### config.mk
export PLATFORM = sky130hd
export DESIGN_NAME = halftone_dither
export DESIGN_NICKNAME = d
export VERILOG_FILES = /design/src/rtl/dith_pkg.sv /design/src/rtl/dith_pos.sv /design/src/rtl/dith_matrix.sv /design/src/rtl/dith_out.sv /design/src/rtl/halftone_dither.sv
export SDC_FILE = /design/constraint.sdc
export NUM_CORES = 2
export LEC_CHECK = 0
export BUFFER_PORTS_ARGS = -buffer_cell sky130_fd_sc_hd__clkbuf_2
export CORE_UTILIZATION = 30
export DETAILED_ROUTE_END_ITERATION = 8
export PLACE_DENSITY = 0.52
export SETUP_SLACK_MARGIN = 0.05
export SYNTH_ARGS = -nofsm -noshare
export SYNTH_HDL_FRONTEND = slang
export SYNTH_SLANG_ARGS = --single-unit
### constraint.sdc
create_clock -name clk_i -period 4.7 [get_ports clk_i]
set_clock_uncertainty 0.1 [all_clocks]
set_input_delay 0.235 -clock clk_i [delete_from_list [all_inputs] [get_ports clk_i]]
set_output_delay 0.235 -clock clk_i [all_outputs]
set_load 0.03 [all_outputs]
### src/rtl/dith_pkg.sv
package dith_pkg;
  localparam int unsigned PIX_W_DEF   = 8;
  localparam int unsigned MAT_DIM_DEF = 8;

  typedef enum logic {
    MODE_DITHER = 1'b0,
    MODE_BYPASS = 1'b1
  } dith_mode_e;
endpackage

### src/rtl/dith_pos.sv
module dith_pos #(
  parameter int unsigned IDX_W = 3
) (
  input  logic             clk_i,
  input  logic             rst_ni,
  input  logic             adv_i,
  input  logic             sol_i,
  input  logic             sop_i,
  output logic [IDX_W-1:0] row_o,
  output logic [IDX_W-1:0] col_o
);
  logic [IDX_W-1:0] row_q, col_q;

  // position of the pixel presented now
  always_comb begin
    if (sop_i) begin
      row_o = '0;
      col_o = '0;
    end else if (sol_i) begin
      row_o = row_q + 1'b1;
      col_o = '0;
    end else begin
      row_o = row_q;
      col_o = col_q;
    end
  end

  always_ff @(posedge clk_i or negedge rst_ni) begin
    if (!rst_ni) begin
      row_q <= '0;
      col_q <= '0;
    end else if (adv_i) begin
      row_q <= row_o;
      col_q <= col_o + 1'b1;
    end
  end

  assert_sop_home_R4: assert property (@(posedge clk_i) disable iff (!rst_ni)
    adv_i && sop_i |=> row_q == '0 && col_q == IDX_W'(1));

  assert_line_step_R4: assert property (@(posedge clk_i) disable iff (!rst_ni)
    adv_i && sol_i && !sop_i |=> row_q == IDX_W'($past(row_q) + 1'b1) && col_q == IDX_W'(1));

  assert_col_step_R3: assert property (@(posedge clk_i) disable iff (!rst_ni)
    adv_i && !sol_i && !sop_i |=> col_q == IDX_W'($past(col_q) + 1'b1));

  assert_idle_hold_R3: assert property (@(posedge clk_i) disable iff (!rst_ni)
    !adv_i |=> $stable(row_q) && $stable(col_q));
endmodule

### src/rtl/dith_matrix.sv
module dith_matrix #(
  parameter int unsigned PIX_W   = 8,
  parameter int unsigned MAT_DIM = 8,
  localparam int unsigned IDX_W  = $clog2(MAT_DIM),
  localparam int unsigned ADDR_W = 2 * IDX_W,
  localparam int unsigned ENTRIES = MAT_DIM * MAT_DIM
) (
  input  logic              clk_i,
  input  logic              rst_ni,
  input  logic              we_i,
  input  logic [ADDR_W-1:0] waddr_i,
  input  logic [PIX_W-1:0]  wdata_i,
  input  logic              page_load_i,
  input  logic [IDX_W-1:0]  row_i,
  input  logic [IDX_W-1:0]  col_i,
  output logic [PIX_W-1:0]  thr_o
);
  logic [ENTRIES-1:0][PIX_W-1:0] stage_q, work_q;
  logic [ADDR_W-1:0] raddr;

  assign raddr = {row_i, col_i};
  // the page-start pixel sees the staged matrix it is about to latch
  assign thr_o = page_load_i ? stage_q[raddr] : work_q[raddr];

  for (genvar e = 0; e < ENTRIES; e++) begin : g_entry
    always_ff @(posedge clk_i or negedge rst_ni) begin
      if (!rst_ni) begin
        stage_q[e] <= '0;
      end else if (we_i && waddr_i == ADDR_W'(e)) begin
        stage_q[e] <= wdata_i;
      end
    end

    always_ff @(posedge clk_i or negedge rst_ni) begin
      if (!rst_ni) begin
        work_q[e] <= '0;
      end else if (page_load_i) begin
        work_q[e] <= stage_q[e];
      end
    end
  end

  assert_work_frozen_R5: assert property (@(posedge clk_i) disable iff (!rst_ni)
    !page_load_i |=> $stable(work_q));

  assert_page_copy_R5: assert property (@(posedge clk_i) disable iff (!rst_ni)
    page_load_i |=> work_q == $past(stage_q));
endmodule

### src/rtl/dith_out.sv
module dith_out (
  input  logic clk_i,
  input  logic rst_ni,
  input  logic load_i,
  input  logic bit_i,
  input  logic ready_i,
  output logic valid_o,
  output logic bit_o,
  output logic ready_o
);
  logic valid_q, bit_q;

  assign ready_o = !valid_q || ready_i;
  assign valid_o = valid_q;
  assign bit_o   = bit_q;

  always_ff @(posedge clk_i or negedge rst_ni) begin
    if (!rst_ni) begin
      valid_q <= 1'b0;
      bit_q   <= 1'b0;
    end else if (load_i) begin
      valid_q <= 1'b1;
      bit_q   <= bit_i;
    end else if (ready_i) begin
      valid_q <= 1'b0;
    end
  end

  assert_hold_R9: assert property (@(posedge clk_i) disable iff (!rst_ni)
    valid_o && !ready_i |=> valid_o && $stable(bit_o));

  assert_no_overrun_R9: assert property (@(posedge clk_i) disable iff (!rst_ni)
    valid_o && !ready_i |-> !load_i);

  assert_latency_R8: assert property (@(posedge clk_i) disable iff (!rst_ni)
    load_i |=> valid_o);
endmodule

### src/rtl/halftone_dither.sv
module halftone_dither
  import dith_pkg::*;
#(
  parameter int unsigned PIX_W   = PIX_W_DEF,
  parameter int unsigned MAT_DIM = MAT_DIM_DEF,
  localparam int unsigned IDX_W  = $clog2(MAT_DIM),
  localparam int unsigned ADDR_W = 2 * IDX_W
) (
  input  logic              clk_i,
  input  logic              rst_ni,
  input  logic              bypass_i,
  input  logic              cfg_we_i,
  input  logic [ADDR_W-1:0] cfg_addr_i,
  input  logic [PIX_W-1:0]  cfg_data_i,
  input  logic              pix_valid_i,
  output logic              pix_ready_o,
  input  logic [PIX_W-1:0]  pix_data_i,
  input  logic              pix_sol_i,
  input  logic              pix_sop_i,
  output logic              bit_valid_o,
  input  logic              bit_ready_i,
  output logic              bit_o
);
  logic             accept;
  logic [IDX_W-1:0] row, col;
  logic [PIX_W-1:0] thr;
  logic             dith_bit;
  dith_mode_e       mode;

  assign accept = pix_valid_i && pix_ready_o;
  assign mode   = dith_mode_e'(bypass_i);

  dith_pos #(.IDX_W(IDX_W)) u_pos (
    .clk_i  (clk_i),
    .rst_ni (rst_ni),
    .adv_i  (accept),
    .sol_i  (pix_sol_i),
    .sop_i  (pix_sop_i),
    .row_o  (row),
    .col_o  (col)
  );

  dith_matrix #(.PIX_W(PIX_W), .MAT_DIM(MAT_DIM)) u_mat (
    .clk_i       (clk_i),
    .rst_ni      (rst_ni),
    .we_i        (cfg_we_i),
    .waddr_i     (cfg_addr_i),
    .wdata_i     (cfg_data_i),
    .page_load_i (accept && pix_sop_i),
    .row_i       (row),
    .col_i       (col),
    .thr_o       (thr)
  );

  always_comb begin
    unique case (mode)
      MODE_BYPASS: dith_bit = pix_data_i[PIX_W-1];
      default:     dith_bit = (pix_data_i >= thr);
    endcase
  end

  dith_out u_out (
    .clk_i   (clk_i),
    .rst_ni  (rst_ni),
    .load_i  (accept),
    .bit_i   (dith_bit),
    .ready_i (bit_ready_i),
    .valid_o (bit_valid_o),
    .bit_o   (bit_o),
    .ready_o (pix_ready_o)
  );

  assert_ready_when_empty_R9: assert property (@(posedge clk_i) disable iff (!rst_ni)
    !bit_valid_o |-> pix_ready_o);

  assert_bypass_slice_R7: assert property (@(posedge clk_i) disable iff (!rst_ni)
    accept && bypass_i |=> bit_o == $past(pix_data_i[PIX_W-1]));
endmodule

**After elaboration in Yosys (flattened, before gate mapping)**

Index checks and enable logic that the tools add are counted.

- Register bits: 1,032
- Input port bits: 30
- Output and inout bits: 3
- Word-level logic and storage cells: 281

- Add/sub/neg operators: 2
- $lt $le $gt $ge: 2
- Equal/unequal tests: 63
- Muxes and demuxes: 12
- Reduce and logical (&&, ||, !) cells: 70

Operator list:

| cell | number |
|---|---|
| 6-bit equality test, second input constant | 32 |
| 8-bit binary-select mux with 6-bit select | 2 |
| 6-bit by 5-bit equality test with 1-bit output, second input constant | 16 |
| 1-bit logical AND | 66 |
| 6-bit by 4-bit equality test with 1-bit output, second input constant | 8 |
| 6-bit by 3-bit equality test with 1-bit output, second input constant | 4 |
| 8-bit 2-to-1 mux | 3 |
| 6-bit by 2-bit equality test with 1-bit output, second input constant | 2 |
| 3-bit 2-to-1 mux | 4 |
| 8-bit >= comparator | 1 |
| 6-bit by 7-bit < comparator with 1-bit output, second input constant | 1 |
| 3-bit by 1-bit adder with 3-bit output, second input constant | 2 |
| 6-bit by 1-bit equality test with 1-bit output, second input constant | 1 |
| 6-bit zero test | 1 |
| 1-bit 2-to-1 mux | 3 |
| 2-bit nonzero test | 1 |
| 1-bit zero test | 1 |
| 1-bit logical OR | 1 |

**Logic depth before layout (Yosys ltp)**

- Depth after elaboration: 8
- Gate-level depth with buffers: 19
- Mapped depth without buffers: 16

**By module**

A second synthesis with hierarchy kept.

- Cell total of the unflattened synthesis: 2,767
- Area total of the unflattened synthesis: 46,746.1 µm²

By module, submodules not included:

| module | times used | cells an instance | area an instance (µm²) | sequential area each (µm²) |
|---|---|---|---|---|
| dith_matrix | 1 | 2,688 | 46,040.4 | 25,624.6 |
| dith_pos | 1 | 44 | 406.6 | 150.1 |
| halftone_dither | 1 | 30 | 219.0 | 0.0 |
| dith_out | 1 | 5 | 80.1 | 50.0 |

**Least setup slack after synthesis**

Ideal clock, no wire load.

- Path type: register to register
- Start: register u_pos.row_q[0]
- End: register u_out.bit_q, in the netlist u_out.bit_o
- Setup time: 0.137 ns
- Arrival time: 3.552 ns
- Setup slack: 0.911 ns
- Cell stages (with the launch flop): 17
- Buffers on the path: 0
- Cell sequence: dfrtp_1 -> ha_1 -> inv_1 -> or2_2 -> a21oi_1 -> o21a_1 -> o22ai_1 -> a311oi_1 -> mux2i_1 -> ha_1 -> nand2b_1 -> a21o_1 -> a21o_1 -> a21o_1 -> a21o_1 -> a2111oi_0 -> nor3_1

- Longest elaborated chain between the ends: 8
- Elaborated cells on any way between the ends: 10
- Classes of those cells: add/sub: 1; order compare: 1; mux: 8

Ends and longest elaborated chain:

| element | RTL line | RTL |
|---|---|---|
| from (decl) | dith_pos.sv:12 | `logic [IDX_W-1:0] row_q, col_q;` |
| from (signal assigned) | dith_pos.sv:33 | `row_q <= row_o;` |
| 3-bit by 1-bit adder with 3-bit output | dith_pos.sv:20 | `row_o = row_q + 1'b1;` |
| 3-bit 2-to-1 mux * | dith_pos.sv:19 | `end else if (sol_i) begin` |
| 3-bit 2-to-1 mux * | dith_pos.sv:16 | `if (sop_i) begin` |
| 8-bit binary-select mux with 6-bit select | dith_matrix.sv:23 | `assign thr_o = page_load_i ? stage_q[raddr] : work_q[raddr];` |
| 8-bit 2-to-1 mux (implied by the code) | dith_matrix.sv:23 |  |
| 8-bit 2-to-1 mux * | dith_matrix.sv:23 |  |
| 8-bit >= comparator * | halftone_dither.sv:58 | `default: dith_bit = (pix_data_i >= thr);` |
| 1-bit 2-to-1 mux * | halftone_dither.sv:56 | `unique case (mode)` |
| to (signal assigned) | dith_out.sv:23 | `bit_q <= bit_i;` |
| to (decl) | dith_out.sv:11 | `logic valid_q, bit_q;` |

Mark *: on every way between the ends. The rest lies on a longest branch, timed or not. The select of a mux whose other input is x is not followed.
A chain may end at the register's enable or synchronous reset.

**Final worst setup path**

- Start: register u_pos.col_q[2]
- End: register u_out.bit_q, in the netlist u_out.bit_o

- Longest elaborated chain between the ends: 7
- Elaborated cells on any way between the ends: 9
- Classes of those cells: order compare: 1; mux: 8

Ends and longest elaborated chain:

| element | RTL line | RTL |
|---|---|---|
| from (decl) | dith_pos.sv:12 |  |
| from (signal assigned) | dith_pos.sv:34 | `col_q <= col_o + 1'b1;` |
| 3-bit 2-to-1 mux * | dith_pos.sv:19 |  |
| 3-bit 2-to-1 mux * | dith_pos.sv:16 |  |
| 8-bit binary-select mux with 6-bit select | dith_matrix.sv:23 |  |
| 8-bit 2-to-1 mux (implied by the code) | dith_matrix.sv:23 |  |
| 8-bit 2-to-1 mux * | dith_matrix.sv:23 |  |
| 8-bit >= comparator * | halftone_dither.sv:58 |  |
| 1-bit 2-to-1 mux * | halftone_dither.sv:56 |  |

Marks and branches as above.

==> run summary <==
outcome -> finished clean
worst skew pair latency -> 0.73 ns
Worst path slowest cell -> dlygate4sd3_1
Netlist cell types -> 74
Synth Area in XOR/XNOR -> 0.0587%
R2R setup slack -> 0.39 ns
via count -> 31300
Hold Worst Slack -> 0.0222 ns
grt ovf -> 0
max cap viols -> 0
Fin. Hold Viols -> 0
Root Buffer Master -> clkbuf_16
Critical Path End Type -> register
Slew headroom -> 25.2%
layout cell share with drive strength beyond 1 -> 21.5%
Post-Syn Instances -> 4263
Initial Util -> 30.2%
gp weighted congestion -> 0.886
Compound-Gate Fraction of Synth Area -> 6.47%
half-perimeter wire length after placement -> 82.1 mm
total CTS buffers -> 109
Worst EP required -> 5.23 ns
commonest non-fill, non-tap cell in the layout -> nand2_1
warning count from the yosys run -> 0
most frequent cells in the layout -> 1634 x nand2_1, 1029 x dfrtp_1, 562 x mux2_2
Area Growth Syn to Fin -> 13.8%
Final Net Count -> 4263
post-synthesis simple-gate area fraction -> 16.3%
critical path class -> reg2reg
TritonCTS clock tree -> done
initial antenna violation count -> 9
Initial DRT Pass Iterations -> 5
CTS Sinks -> 1032
Core Box Area -> 0.148 mm²
Tightest Pin Transition -> 1.12 ns
Area contributors post-synth -> dfrtp_1 58%, mux2_2 14%, nand2_1 14%, clkbuf_1 1.7%, a21oi_1 1.5%
syn_area_per_cell -> 10.5 µm²
Seq/Total Area, Yosys -> 57.7%
Post-synth EDFFs -> 0
CP dominant cell by count -> buf_4
mux contribution to synthesized area -> 16.3%
Yosys reg bits -> 1032
H-tree levels -> 3
syn nets -> 4303
Mapped Area -> 0.0448 mm²
critical path launch point -> u_pos.col_q[2]$_DFFE_PN0P_
final WL -> 131 mm
Die W -> 388 µm
fin crit share -> 91.7%
# fillers -> 14900
Worst R2R Path Depth -> 15
pin count of the biggest net entering global routing -> 139
CP Capture Point -> u_out.bit_o$_DFFE_PN0P_
achievable frequency -> 232 MHz
Worst Hold Class -> in2async
post-synth top area cell -> dfrtp_1
crit path max fanout -> 25
# setup viols final -> 0
asr flop ratio synth -> 100%
# port buffers -> 32
Synth Flop Type -> dfrtp_1
largest family of logic cells by synthesized area -> simple AND/OR/NAND/NOR gates
fin crit period -> 4.31 ns
share of the synthesized area in the top cell type -> 57.7%
CP arrival -> 4.83 ns
routed length per placed instance -> 21.0 µm
first-iteration detailed-routing DRC count -> 2656
reg-to-reg startpoint -> u_pos.col_q[2]$_DFFE_PN0P_
first-pass GRT wire length -> 202 mm
vias in the first global route -> 31000
critical path startpoint category -> register
DRC -> 0
reg2reg end -> u_out.bit_o$_DFFE_PN0P_
Boundary Pins -> 33
die area -> 0.151 mm²
# Post-CTS Setup Buffers -> 0
CTS Buffer Depth -> 3
antenna viol nets, final -> 0
drt via density -> 5.02
post_cts resized -> 0
crit-path cells -> or3b_4 -> buf_12 -> buf_4 -> buf_4 -> o221ai_1 -> nor2_1 -> or4_1 -> a2bb2oi_1 -> nand3_1 -> ha_1 -> o21ai_0 -> a21oi_1 -> a31oi_1 -> dlygate4sd3_1 -> nor3_1
Max rail drop VDD -> 0.000312 V
Clock Pin Slew Worst Setup and Hold Paths -> 0.07 ns
die height -> 388 µm
crit-path max cell delay -> 0.60 ns
static leakage -> 25.3 nW
setup TNS -> 0 ns
std cell rows -> 141
Pwr per Cell Area -> 457 mW/mm²
RSZ-0062 raised after global routing -> false
post-synthesis adder-cell area fraction -> 0.279%
Slew Limit Fails -> 0
GRT Util Overall -> 17.4%
worst max-delay path: cells and delay by family (launching register included):
family / cells / cell delay [ns]
buffers and inverters: 4 / 1.18
DFF: 1 / 0.55
adders and majority gates: 1 / 0.16
AOI/OAI and AO/OA: 5 / 0.72
and+or+nand+nor: 5 / 1.46
registers in the layout, indices dropped and copies added, names as in the netlist:
signal	flops
u_mat.stage_q	512
u_mat.work_q	512
u_pos.col_q	3
u_pos.row_q	3
u_out.bit_o	1
u_out.valid_o	1
metrics by stage:
step           area, µm²  total power [mW]  utilization [%]  std cells  setup slack, ns
5_1_grt            51000              24.4             34.4       6241            0.181
6_report           51000              23.3             34.4       6243            0.392
3_5_place_dp       47100              14.4             31.8       6031            0.350
2_1_floorplan      44800              13.1                -       4263            0.911
4_1_cts            51000              23.6             34.4       6240            0.392
3_3_place_gp       47100              14.3             31.8       6031            0.273
logic make-up (layout without fill, tap and decap cells):
kind of cell	count (synthesis)	in the layout
simple gates	1857	1857
buf+inv	300	347
flops	1032	1032
other cells	0	3
fa+ha+maj	10	10
compound gates	429	429
mux	632	632
xor+xnor	3	3
repair_timing:
action                                  4_1_cts  5_1_grt
endpoints found under the setup margin        0        0
hold buffers                                 11        0
endpoints found under the hold margin        90        0
final cells by class:
type | instances | area, µm² | share of cell area (%)
clock inverters | 44 | 607 | 1.19
clock buffers | 154 | 3120 | 6.12
repair buffers | 138 | 1240 | 2.43
multi-input cells | 2931 | 17700 | 34.7
inverters | 11 | 46.3 | 0.0908
diodes | 3 | 7.51 | 0.0147
well taps | 1930 | 2410 | 4.74
flip-flops and latches | 1032 | 25800 | 50.7
layer usage:
| metal | up-vias | part of all wire (%) | wire length, µm | global-route usage (%) |
|---|---|---|---|---|
| li1 | 14200 | - | - | - |
| met1 | 16200 | 47 | 62300 | 25.3 |
| met2 | 699 | 45 | 59000 | 26.3 |
| met3 | 181 | 4.9 | 6390 | 2.94 |
| met4 | 8 | 2.7 | 3520 | 5.26 |
| met5 | - | 0.043 | 56 | 0 |
cell usage after synthesis, types with 4 or more instances:
cell and count:
buf_1 19, mux2_2 562, nand3_1 13, nor3_1 18
a21o_1 10, inv_1 9, o21a_1 7, mux4_2 21
nand2b_1 17, or4_1 12, o31ai_1 4, nor2_1 98
buf_4 6, o21ai_0 41, a311oi_1 5, o211ai_1 28
a221o_1 13, clkbuf_1 202, buf_6 10, mux2i_1 49
and3_1 4, dfrtp_1 1032, a31oi_1 14, buf_2 51
nand3b_1 6, a32oi_1 6, nand2_1 1635, a41oi_2 4
o22ai_1 70, a21oi_1 132, o221ai_1 46, ha_1 10
a211oi_1 20, or2_2 7, nor2b_1 26
worst min-delay path by stage:
| stage | start | to | cells after the start |
|---|---|---|---|
| after floorplan | rst_ni | u_mat.stage_q[0]$_DFFE_PN0P_ | 0 |
| after global placement | rst_ni | u_mat.stage_q[303]$_DFFE_PN0P_ | 1 |
| after detailed placement | rst_ni | u_mat.stage_q[300]$_DFFE_PN0P_ | 1 |
| after CTS | rst_ni | u_mat.work_q[487]$_DFFE_PN0P_ | 2 |
| after global routing | rst_ni | u_mat.work_q[295]$_DFFE_PN0P_ | 2 |
| final | rst_ni | u_mat.work_q[295]$_DFFE_PN0P_ | 2 |
power by group:
part           switching (mW)  total [mW]  internal [mW]
Sequential              0.814        11.0           10.2
Clock                    3.74        9.02           5.29
Combinational            1.89        3.25           1.36
Total                    6.44        23.3           16.8
(Power assumes the default switching activity.)
